===== config.mk =====
export PLATFORM = sky130hd
export DESIGN_NAME = acc_logic_unit
export DESIGN_NICKNAME = d
export VERILOG_FILES = /design/src/rtl/acc_alu_pkg.sv /design/src/rtl/acc_next_logic.sv /design/src/rtl/acc_flag_logic.sv /design/src/rtl/acc_logic_unit.sv
export SDC_FILE = /design/constraint.sdc
export NUM_CORES = 1
export LEC_CHECK = 0
export BUFFER_PORTS_ARGS = -buffer_cell sky130_fd_sc_hd__buf_4
export CORE_ASPECT_RATIO = 1.1
export CORE_MARGIN = 3
export CORE_UTILIZATION = 63
export DETAILED_ROUTE_END_ITERATION = 6
export GPL_TIMING_DRIVEN = 1
export MAX_ROUTING_LAYER = met4
export PLACE_DENSITY = 0.95
export SLEW_MARGIN = 15
export SYNTH_ARGS = -nofsm -noshare
export SYNTH_HDL_FRONTEND = slang
export SYNTH_HIERARCHICAL = 1
export SYNTH_SLANG_ARGS = --single-unit
export TNS_END_PERCENT = 30

===== constraint.sdc =====
create_clock -name clk -period 5.3 [get_ports clk]
set_input_delay 0.265 -clock clk [delete_from_list [all_inputs] [get_ports clk]]
set_output_delay 0.265 -clock clk [all_outputs]
set_load 0.05 [all_outputs]

===== src/rtl/acc_alu_pkg.sv =====
package acc_alu_pkg;
  localparam int unsigned SEL_COUNT = 11;
  localparam int unsigned SEL_AND   = 0;
  localparam int unsigned SEL_ADD   = 1;
  localparam int unsigned SEL_LDDR  = 2;
  localparam int unsigned SEL_LDCH  = 3;
  localparam int unsigned SEL_CLRA  = 4;
  localparam int unsigned SEL_CLRE  = 5;
  localparam int unsigned SEL_CPLA  = 6;
  localparam int unsigned SEL_CPLE  = 7;
  localparam int unsigned SEL_ROR   = 8;
  localparam int unsigned SEL_ROL   = 9;
  localparam int unsigned SEL_INC   = 10;
endpackage


===== src/rtl/acc_next_logic.sv =====
module acc_next_logic
  import acc_alu_pkg::*;
#(
  parameter int unsigned W  = 16,
  parameter int unsigned CW = 8
) (
  input  logic [W-1:0]         acc,
  input  logic                 e,
  input  logic [W-1:0]         dr,
  input  logic [CW-1:0]        ch,
  input  logic [SEL_COUNT-1:0] sel,
  output logic [W-1:0]         acc_nxt,
  output logic                 e_nxt
);
  localparam int unsigned WE = W + 1;

  function automatic logic [WE-1:0] f_add(input logic [W-1:0] a, input logic [W-1:0] b);
    return {1'b0, a} + {1'b0, b};
  endfunction

  function automatic logic [WE-1:0] f_ror(input logic lnk, input logic [W-1:0] a);
    return {a[0], lnk, a[W-1:1]};
  endfunction

  function automatic logic [WE-1:0] f_rol(input logic lnk, input logic [W-1:0] a);
    return {a[W-1], a[W-2:0], lnk};
  endfunction

  logic [WE-1:0] sum_w;
  logic [WE-1:0] ror_w;
  logic [WE-1:0] rol_w;

  assign sum_w = f_add(acc, dr);
  assign ror_w = f_ror(e, acc);
  assign rol_w = f_rol(e, acc);

  always_comb begin
    acc_nxt = acc;
    e_nxt   = e;
    if (sel[SEL_AND])  acc_nxt = acc & dr;
    if (sel[SEL_ADD])  {e_nxt, acc_nxt} = sum_w;
    if (sel[SEL_LDDR]) acc_nxt = dr;
    if (sel[SEL_LDCH]) acc_nxt = {acc[W-1:CW], ch};
    if (sel[SEL_CLRA]) acc_nxt = '0;
    if (sel[SEL_CLRE]) e_nxt = 1'b0;
    if (sel[SEL_CPLA]) acc_nxt = ~acc;
    if (sel[SEL_CPLE]) e_nxt = ~e;
    if (sel[SEL_ROR])  {e_nxt, acc_nxt} = ror_w;
    if (sel[SEL_ROL])  {e_nxt, acc_nxt} = rol_w;
    if (sel[SEL_INC])  acc_nxt = acc + {{(W-1){1'b0}}, 1'b1};
  end
endmodule


===== src/rtl/acc_flag_logic.sv =====
module acc_flag_logic #(
  parameter int unsigned W = 16
) (
  input  logic         clk,
  input  logic         rst_n,
  input  logic [W-1:0] acc,
  input  logic         e,
  output logic         pos,
  output logic         neg,
  output logic         zero,
  output logic         ezero
);
  assign neg   = acc[W-1];
  assign pos   = ~acc[W-1];
  assign zero  = (acc == '0);
  assign ezero = ~e;

  // the sign flags never agree
  a_r12_sign_exclusive: assert property (@(posedge clk) disable iff (!rst_n)
    pos != neg);
  // a zero accumulator cannot be negative
  a_r12_zero_not_neg: assert property (@(posedge clk) disable iff (!rst_n)
    zero |-> pos);
endmodule


===== src/rtl/acc_logic_unit.sv =====
module acc_logic_unit
  import acc_alu_pkg::*;
#(
  parameter int unsigned W  = 16,
  parameter int unsigned CW = 8
) (
  input  logic                 clk,
  input  logic                 rst_n,
  input  logic [W-1:0]         data_i,
  input  logic [CW-1:0]        char_i,
  input  logic [SEL_COUNT-1:0] op_sel_i,
  output logic [W-1:0]         acc_o,
  output logic                 e_o,
  output logic                 pos_o,
  output logic                 neg_o,
  output logic                 zero_o,
  output logic                 ezero_o
);
  logic [W-1:0] acc_q;
  logic         e_q;
  logic [W-1:0] acc_d;
  logic         e_d;
  logic         op_active;

  assign op_active = |op_sel_i;

  acc_next_logic #(.W(W), .CW(CW)) next_i (
    .acc(acc_q), .e(e_q), .dr(data_i), .ch(char_i), .sel(op_sel_i),
    .acc_nxt(acc_d), .e_nxt(e_d)
  );

  always_ff @(posedge clk or negedge rst_n) begin
    if (!rst_n) begin
      acc_q <= '0;
      e_q   <= 1'b0;
    end else if (op_active) begin
      acc_q <= acc_d;
      e_q   <= e_d;
    end
  end

  assign acc_o = acc_q;
  assign e_o   = e_q;

  acc_flag_logic #(.W(W)) flags_i (
    .clk(clk), .rst_n(rst_n), .acc(acc_q), .e(e_q),
    .pos(pos_o), .neg(neg_o), .zero(zero_o), .ezero(ezero_o)
  );

  a_r13_sel_onehot: assert property (@(posedge clk) disable iff (!rst_n)
    $onehot0(op_sel_i));

  a_r8_ror_ends: assert property (@(posedge clk) disable iff (!rst_n)
    op_sel_i[SEL_ROR] |=> (acc_o[W-1] == $past(e_o)) && (e_o == $past(acc_o[0])));

  a_r9_rol_ends: assert property (@(posedge clk) disable iff (!rst_n)
    op_sel_i[SEL_ROL] |=> (acc_o[0] == $past(e_o)) && (e_o == $past(acc_o[W-1])));

  a_r10_inc_wrap: assert property (@(posedge clk) disable iff (!rst_n)
    op_sel_i[SEL_INC] |=> $stable(e_o) && (acc_o == W'($past(acc_o) + 1'b1)));

  a_r5_char_upper: assert property (@(posedge clk) disable iff (!rst_n)
    op_sel_i[SEL_LDCH] |=> $stable(acc_o[W-1:CW]) && $stable(e_o));

  a_r11_idle_hold: assert property (@(posedge clk) disable iff (!rst_n)
    !op_active |=> $stable(acc_o) && $stable(e_o));
endmodule


==> results.md, run 1 <==
- The start-to-end type of the worst setup path is register to register.
- The worst min-delay path category is primary input to async pin.
- When the netlist entered floorplanning its net count stood at 514.
- The cell at the root of the clock tree is sky130_fd_sc_hd__clkbuf_8.
- The region available for standard cell placement spans 5030 um^2.
- By area, the combinational part of the netlist is dominated by compound AO/OA/AOI/OAI gates.
- For this block, the initial DRC count from the detailed router was 938.
- The maximum clock skew at final layout is 0.00471 ns.
- TritonCTS created 3 clock buffers.
- In this run the deepest clock path goes through 2 buffers.
- Dividing the detail-routed wire length by the instance count gives 21.3 um.
- The CTS tree is built.
- The critical path capture point type is a register.
- The mean cell area of the mapped netlist is 7.21 um^2.
- The netlist area before placement is 3310 um^2.
- The post-route total power is 1.13 mW.
- The synthesized-area fraction occupied by ao, oa, aoi and oai cells came to 0.345.
- At the end of routability-driven placement, the weighted congestion stood at 1.04.
- The clock-pin transition on the worst setup and hold timing paths is 0.08 ns.
- The cell area reported after detailed placement is 3650 um^2.
- The number of pins exceeding their max-slew limit in the final report was 0.
- Of the post-synthesis cell area, the part taken by muxes is 0.105.
- The share of layout cells above drive strength 1 is 0.198.
- STA puts the critical path data required time at 5.45 ns.
- The post-detailed-placement half-perimeter wirelength is 8250 um.
- Compared with the post-synthesis result, the final layout area differs by 12.1%.
- The initial utilization of the core area, before any placement, comes to 0.657.
- The ratio of total power to cell area is 304 nW/um^2.
- Dividing the final minimum period by the clock period gives 0.558.
- The number of sinks handled by clock tree synthesis is 17.
- The number of global-route vias before repair is 3713.
- Setup violations remaining at the end of the flow were counted as 0.
- Yosys printed 6 warnings.
- Clock latency on the worst-skew pair, taken at its later pin, is 0.26 ns.
- The distinct cell type count after synthesis is 69.
- The total DRC errors in the routed layout is 53.
- The sum of negative setup slack is 0 ns.
- For this run, the slowest stage of the critical path takes 0.54 ns.
- In this run the number of H-tree levels came out at 1.
- The final design utilization is 0.737.
- Walking the worst path, the cells encountered are ha_1 -> fa_1 -> a211oi_2 -> o31ai_4 -> a21bo_2 -> a21oi_1 -> mux2i_1 -> o21ai_0 -> mux2_4.
- The detailed-router iteration count before antenna repair is 7.
- The arrival time of the worst setup path is 3.11 ns.
- The total of cells resized after clock tree synthesis is 0.
- The synthesized design contains 17 register bits.
- Setup repair after global routing left no endpoint under its margin.
- The floorplan has 27 rows.
- In the routed layout, each cell is associated on average with a via count of 7.49.
- The analysis attributes to cell leakage a power of 1.54 nW.
- The die is 82.0 um tall.
- The least setup slack across all paths after layout is 2.34 ns.
- The all-layer global routing usage is 0.384.
- The die is 75.1 um wide.
- The slowest cell on the critical path is sky130_fd_sc_hd__dfrtp_1.
- The number of endpoints with negative hold slack in the final report is 0.
- The number of input and output port buffers inserted is 57.
- For the pin with the worst max-slew slack, the measured transition is 0.797 ns.
- Timing analysis after detailed placement gives a worst setup slack of 2.43 ns.
- The final non-filler cell area is 3710 um^2.
- Entering global routing, the biggest net connects 38 pins.
- Of the total synthesized cell area, the portion taken by XOR and XNOR cells is 0.0397.
- The worst-case IR drop observed on VDD is 0.154 mV.
- After detailed placement, the design holds a cell count of 539.
- Counting flops with an async set or reset pin after synthesis yields a share of 1.00.
- Of the total synthesized cell area, the portion taken by full adders, half adders and majority gates is 0.0703.
- The top-level port count is 58.
- The tool flagged a number of max-cap violations equal to 0.
- In this run the tightest slew margin relative to its limit is 0.465.
- Of the total synthesized cell area, the portion taken by AND, OR, NAND and NOR gates is 0.239.
- The maximum frequency from static timing analysis is 338 MHz.
- The area enclosed by the die boundary is 6160 um^2.
- The total number of vias is 4076.
- The number of nets in the final layout is 542.
- In this run the remaining antenna-violating nets after routing total 0.
- The number of flops mapped to enable cells by yosys is 0.
- The wire length after detailed routing is 11600 um.
- STA classifies the critical path startpoint as a register.
- The gate count after technology mapping is 459.
- The post-route worst hold slack is 0.409 ns.
- The smallest clock period supported by the final layout is computed as 2.96 ns.
- The run finished, with violations left.
- The checks that failed: DRC.
- The global-route wire length before repair is 18000 um.
- The most used flip-flop cell after synthesis is sky130_fd_sc_hd__dfrtp_1.
- Summed over all layers, the global routing overflow is 0.
- The number of antenna violations at the first check in global routing is 0.
- The repair_antennas step left the layout with diodes totalling 0.
- The maximum fanout along the worst path is 12.
- Leaving out filler cells and counting taps, the final layout contains 544.
- The share of the Yosys chip area taken by registers is 0.129.
-- flip-flops by register name, summed over array words and instances, names as in the netlist --
register	cells
e_o	1
acc_o	16
-- layout make-up --
type | count | area, um^2
multi-input cells | 385 | 2650
fillers | 383 | 1320
repair buffers | 58 | 438
flip-flops and latches | 17 | 425
inverters | 22 | 82.6
well taps | 58 | 72.6
clock buffers | 3 | 41.3
clock inverters | 1 | 5.00
-- timing repair --
item,in CTS,in global routing
hold endpoints to repair,17,0
buffers inserted,0,0
hold buffers,1,0
-- cell usage after synthesis (3+ instances only) --
cell	number	area share
sky130_fd_sc_hd__o211ai_1	10	0.023
sky130_fd_sc_hd__buf_1	4	0.0045
sky130_fd_sc_hd__nand4_1	5	0.0095
sky130_fd_sc_hd__o22ai_1	5	0.0095
sky130_fd_sc_hd__nor3_1	11	0.017
sky130_fd_sc_hd__a221oi_1	7	0.019
sky130_fd_sc_hd__dfrtp_1	17	0.13
sky130_fd_sc_hd__nor2b_1	9	0.017
sky130_fd_sc_hd__nor4_2	4	0.015
sky130_fd_sc_hd__inv_1	21	0.024
sky130_fd_sc_hd__or2_2	3	0.0057
sky130_fd_sc_hd__a22oi_1	5	0.011
sky130_fd_sc_hd__nand2b_1	5	0.0095
sky130_fd_sc_hd__and3_1	4	0.0076
sky130_fd_sc_hd__nand3_1	16	0.024
sky130_fd_sc_hd__nand2_1	44	0.050
sky130_fd_sc_hd__o21ai_0	41	0.062
sky130_fd_sc_hd__clkbuf_2	3	0.0045
sky130_fd_sc_hd__clkbuf_1	18	0.020
sky130_fd_sc_hd__o21a_1	6	0.014
sky130_fd_sc_hd__xnor2_1	9	0.024
sky130_fd_sc_hd__ha_1	17	0.064
sky130_fd_sc_hd__nor2_1	33	0.037
sky130_fd_sc_hd__a211oi_1	19	0.043
sky130_fd_sc_hd__a21oi_1	37	0.056
sky130_fd_sc_hd__buf_2	8	0.012
sky130_fd_sc_hd__mux2_2	7	0.024
sky130_fd_sc_hd__mux2_4	10	0.045
sky130_fd_sc_hd__xor2_1	6	0.016
sky130_fd_sc_hd__o221ai_1	6	0.016
sky130_fd_sc_hd__nor4_1	7	0.013
sky130_fd_sc_hd__mux2i_1	12	0.036
-- worst paths after layout --
kind	cells after the start	endpoint	slack (ns)	startpoint
min	2	acc_o[6]	0.41	rst_n
min in group clk	4	acc_o[3]	0.47	char_i[3]
max reg2reg	9	acc_o[12]	2.34	acc_o[0]
max in group asynchronous	2	acc_o[10]	4.68	rst_n
max	9	acc_o[12]	2.34	acc_o[0]
min reg2reg	1	e_o	0.72	e_o
-- layer usage --
| layer | track usage | share of wire |
|---|---|---|
| met1 | 0.515 | 0.36 |
| met2 | 0.554 | 0.44 |
| met3 | 0.0575 | 0.14 |
| met4 | 0.198 | 0.058 |
| met5 | - | 0 |
-- power breakdown --
part	switching (mW)	total (mW)	internal, mW
Clock	0.0570	0.110	0.0525
Combinational	0.459	0.749	0.290
Sequential	0.112	0.269	0.157
Total	0.628	1.13	0.499
-- critical path, delay by kind of cell (launching register included) --
| family | cells | cell delay, ns |
|---|---|---|
| adders and majority gates | 2 | 0.82 |
| muxes | 2 | 0.51 |
| AOI/OAI and AO/OA | 5 | 0.98 |
| DFF | 1 | 0.54 |
-- cells in the final DEF, fill, tap and decap left out, types with 6 or more instances in the layout --
master,count
sky130_fd_sc_hd__nor2b_1,9
sky130_fd_sc_hd__dfrtp_1,17
sky130_fd_sc_hd__nor2_1,33
sky130_fd_sc_hd__o221ai_1,6
sky130_fd_sc_hd__xor2_1,6
sky130_fd_sc_hd__o21ai_0,41
sky130_fd_sc_hd__a221oi_1,7
sky130_fd_sc_hd__o21a_1,6
sky130_fd_sc_hd__nand3_1,16
sky130_fd_sc_hd__mux2i_1,12
sky130_fd_sc_hd__a211oi_1,19
sky130_fd_sc_hd__nor4_1,7
sky130_fd_sc_hd__a21oi_1,37
sky130_fd_sc_hd__inv_1,21
sky130_fd_sc_hd__ha_1,17
sky130_fd_sc_hd__nand2_1,44
sky130_fd_sc_hd__mux2_4,10
sky130_fd_sc_hd__buf_4,57
sky130_fd_sc_hd__xnor2_1,9
sky130_fd_sc_hd__mux2_2,7
sky130_fd_sc_hd__nor3_1,11
sky130_fd_sc_hd__o211ai_1,10
-- cell families after synthesis --
| logic type | count (synthesis) |
|---|---|
| simple gates | 154 |
| compound gates | 169 |
| flops | 17 |
| fa+ha+maj | 18 |
| xor+xnor | 15 |
| buf+inv | 57 |
| mux | 29 |
Power figures use the tool's default switching activity.
==> run 2, diff against run 1 <==
- CORE_UTILIZATION: 63 -> 53
- PLACE_DENSITY: 0.95 -> 0.87
- clock period: 5.3 -> 2.4 ns (I/O delays scaled with it)
==> results.md, run 2 (synthesized netlist as in run 1, its figures left out) <==
- The run finished, with violations left.
- The final reports fail on DRC, setup timing.
- The number of global-route vias before repair was 3896 (+4.9%).
- The ratio of total power to cell area is 698 nW/um^2 (+130%).
- The shortest period the worst path allows is 2.61 ns (-0.353 ns).
- The relative contribution of sequential cells to total power was 0.145 (-0.093).
- The met3 track demand over resource is 0.0652 (+0.00765).
- The H-tree level count is 1 (unchanged).
- The number of pins exceeding their max-slew limit in the final report is 0 (unchanged).
- The CTS buffer count came to 3 (unchanged).
- The area enclosed by the die boundary came to 7230 um^2 (+17%).
- The worst setup path is of the register to register kind.
- The standard-cell row count is 29 (+7.4%).
- The maximum frequency from static timing analysis is 384 MHz (+14%).
- The final weighted congestion of routability-driven global placement came to 1.03 (-0.74%).
- The count of fill cells added during filler insertion came to 464 (+21%).
- STA classifies the critical path startpoint as a register.
- The number of sinks handled by clock tree synthesis is 17 (unchanged).
- On the critical path the largest part of the delay comes from compound AO/OA/AOI/OAI gates.
- TritonCTS built the clock tree.
- The number of nets in the final layout is 590 (+8.9%).
- The met1 global-route usage came to 0.496 (-0.0184).
- The number of endpoints with negative hold slack in the final report is 0 (unchanged).
- The arrival time of the worst setup path came to 2.82 ns (-0.29 ns).
- The worst voltage drop across the vdd grid is 0.486 mV (+220%).
- The tree is rooted in a sky130_fd_sc_hd__clkbuf_8.
- The delay contributed by the slowest stage of the critical path is 0.50 ns (-0.04 ns).
- The internal power is 1.37 mW (+170%).
- The slowest cell on the critical path is sky130_fd_sc_hd__dfrtp_4.
- The total of max-cap violations is 0 (unchanged).
- The number of input and output port buffers inserted is 57 (unchanged).
- The total number of vias was 4465 (+9.5%).
- The met2 capacity usage during global routing is 0.549 (-0.00512).
- The net switching component of the power is 1.59 mW (+150%).
- The post-detailed-placement half-perimeter wirelength is 9560 um (+16%).
- The violation count after the first detailed-routing iteration is 1139 (+21%).
- The final design utilization is 0.717 (-0.0201).
- In the layout the commonest cells are 105 x sky130_fd_sc_hd__buf_4, 44 x sky130_fd_sc_hd__nand2_1, 37 x sky130_fd_sc_hd__o21ai_0, 33 x sky130_fd_sc_hd__nor2_1, 33 x sky130_fd_sc_hd__a21oi_1.
- The average via count per standard cell was 7.31 (-2.5%).
- The power share of the clock group is 0.089 (-0.008).
- The detailed-router iteration count before antenna repair was 7 (unchanged).
- The least setup slack across all paths after layout is -0.205 ns (-2.55 ns).
- The clock latency on the worst-skew pair is 0.28 ns (+0.02 ns).
- The setup violation total in the final timing report is 10 (+10).
- The number of buffer and inverter stages on the critical path is 0 (unchanged).
- The worst setup path is captured at a register.
- Leaving out fill and tap cells, the most frequent cell in the layout is sky130_fd_sc_hd__buf_4.
- The switching part of the total power came to 0.537 (-0.0205).
- The post-detailed-route wirelength per cell came to 22.7 um (+6.6%).
- The global-route wire length before repair is 20100 um (+12%).
- The maximum clock skew at final layout is 0.0119 ns (+0.00723 ns).
- The share of layout cells above drive strength 1 is 0.315 (+0.117).
- The area growth from synthesis to layout is 28.1%.
- The busiest layer in global routing is met2.
- The sum of negative setup slack came to -1.34 ns (-1.34 ns).
- The remaining antenna violation count after routing is 0 (unchanged).
- The starting density of the core is 0.560 (-0.0979).
- The number of antenna violations at the first check in global routing came to 0 (unchanged).
- The number of flip-flops in the largest register was 16 (unchanged).
- The leakage power of the design is 1.78 nW (+16%).
- The number of buffers between clock root and the deepest sink is 2 (unchanged).
- The antenna diode instance count came to 0 (unchanged).
- The tightest slew margin relative to the limit was 0.625 (+0.160).
- The worst hold path belongs to the class primary input to async pin.
- The worst-margin pin slew was 0.555 ns (-0.241 ns).
- The maximum number of pins on one net before global-route repair is 38 (unchanged).
- The die outline height is 88.9 um (+8.4%).
- The wire length after detailed routing was 13900 um (+20%).
- The all-layer global routing usage was 0.369 (-0.0149).
- Setup repair after global routing could not meet its margin everywhere.
- The total DRC errors in the routed layout was 41 (-23%).
- The clock-pin transition on the worst setup and hold timing paths is 0.10 ns (+0.02 ns).
- The top-level port count was 58 (unchanged).
- The remaining global-route overflow came to 0 (unchanged).
- The data required time at the worst endpoint is 2.61 ns (-2.84 ns).
- The part of the cycle the worst path needs is 1.09 (+0.527).
- The core footprint came to 5910 um^2 (+17%).
- The proportion of power drawn by combinational gates is 0.766 (+0.101).
- The post-route total power was 2.96 mW (+160%).
- The maximum fanout along the worst path is 3 (-9).
- The die boundary width is 81.3 um (+8.3%).
- The critical path goes through ha_4 -> fa_2 -> a211oi_4 -> o31ai_4 -> a21bo_2 -> mux2i_1 -> o311a_1 -> o31ai_2 -> mux2_4.
[run 2: cell count changes in the layout (fill, tap and decap cells not counted), sizes merged]
cell  change
buf      +48
[run 2: area by class of cell]
cell class / count / area, um^2 / share of cell area
timing repair buffer: 106 / 798 / 0.188
clock inverter: 1 / 5.00 / 0.00118
multi-input combinational: 385 / 2790 / 0.657
sequential: 17 / 432 / 0.102
clock buffer: 3 / 41.3 / 0.00974
inverter: 22 / 82.6 / 0.0195
tap: 77 / 96.3 / 0.0227
[run 2: repair_timing]
item | CTS | global route
gates resized for setup | 8 | 19
endpoints found under the hold margin | 17 | 0
hold buffers | 1 | 0
endpoints found under the setup margin | 10 | 15
pin swaps | 2 | 15
buffers inserted | 2 | 4
[run 2: path summary, 6_finish.rpt]
kind	cells after the start	slack [ns]	end	startpoint
setup reg to reg	9	-0.21	acc_o[8]	acc_o[0]
setup / recovery	9	-0.21	acc_o[8]	acc_o[0]
min in group clk	4	0.32	acc_o[3]	char_i[3]
hold / removal	2	0.25	acc_o[3]	rst_n
max in group asynchronous	2	1.90	acc_o[9]	rst_n
hold reg to reg	1	0.66	acc_o[1]	acc_o[1]
[run 2: layer usage]
metal  vias to the layer above  wire (um)
met1                      2050       5030
met2                       423       6030
met3                       111       2040
met4                         0        767
met5                         -          0
li1                       1881          -
[run 2: per-stage QoR]
step	worst slack, ns	instances	hold WS [ns]	area (um^2)
final	-0.205	611	0.253	4240
after global routing	-0.267	611	0.294	4240
after CTS	-0.142	607	0.270	4130
after detailed placement	-0.206	600	0.0185	4010
after global placement	-0.111	600	0.0172	4010
after floorplan	-0.213	459	-0.176	3330
[run 2: power by group through the flow]
stage,registers [mW],logic [mW],clock network (mW)
finish,0.430,2.27,0.263
global route,0.434,2.39,0.260
CTS,0.419,2.06,0.246
detailed placement,0.423,2.00,0
global placement,0.418,1.95,0
floorplan,0.692,1.06,0
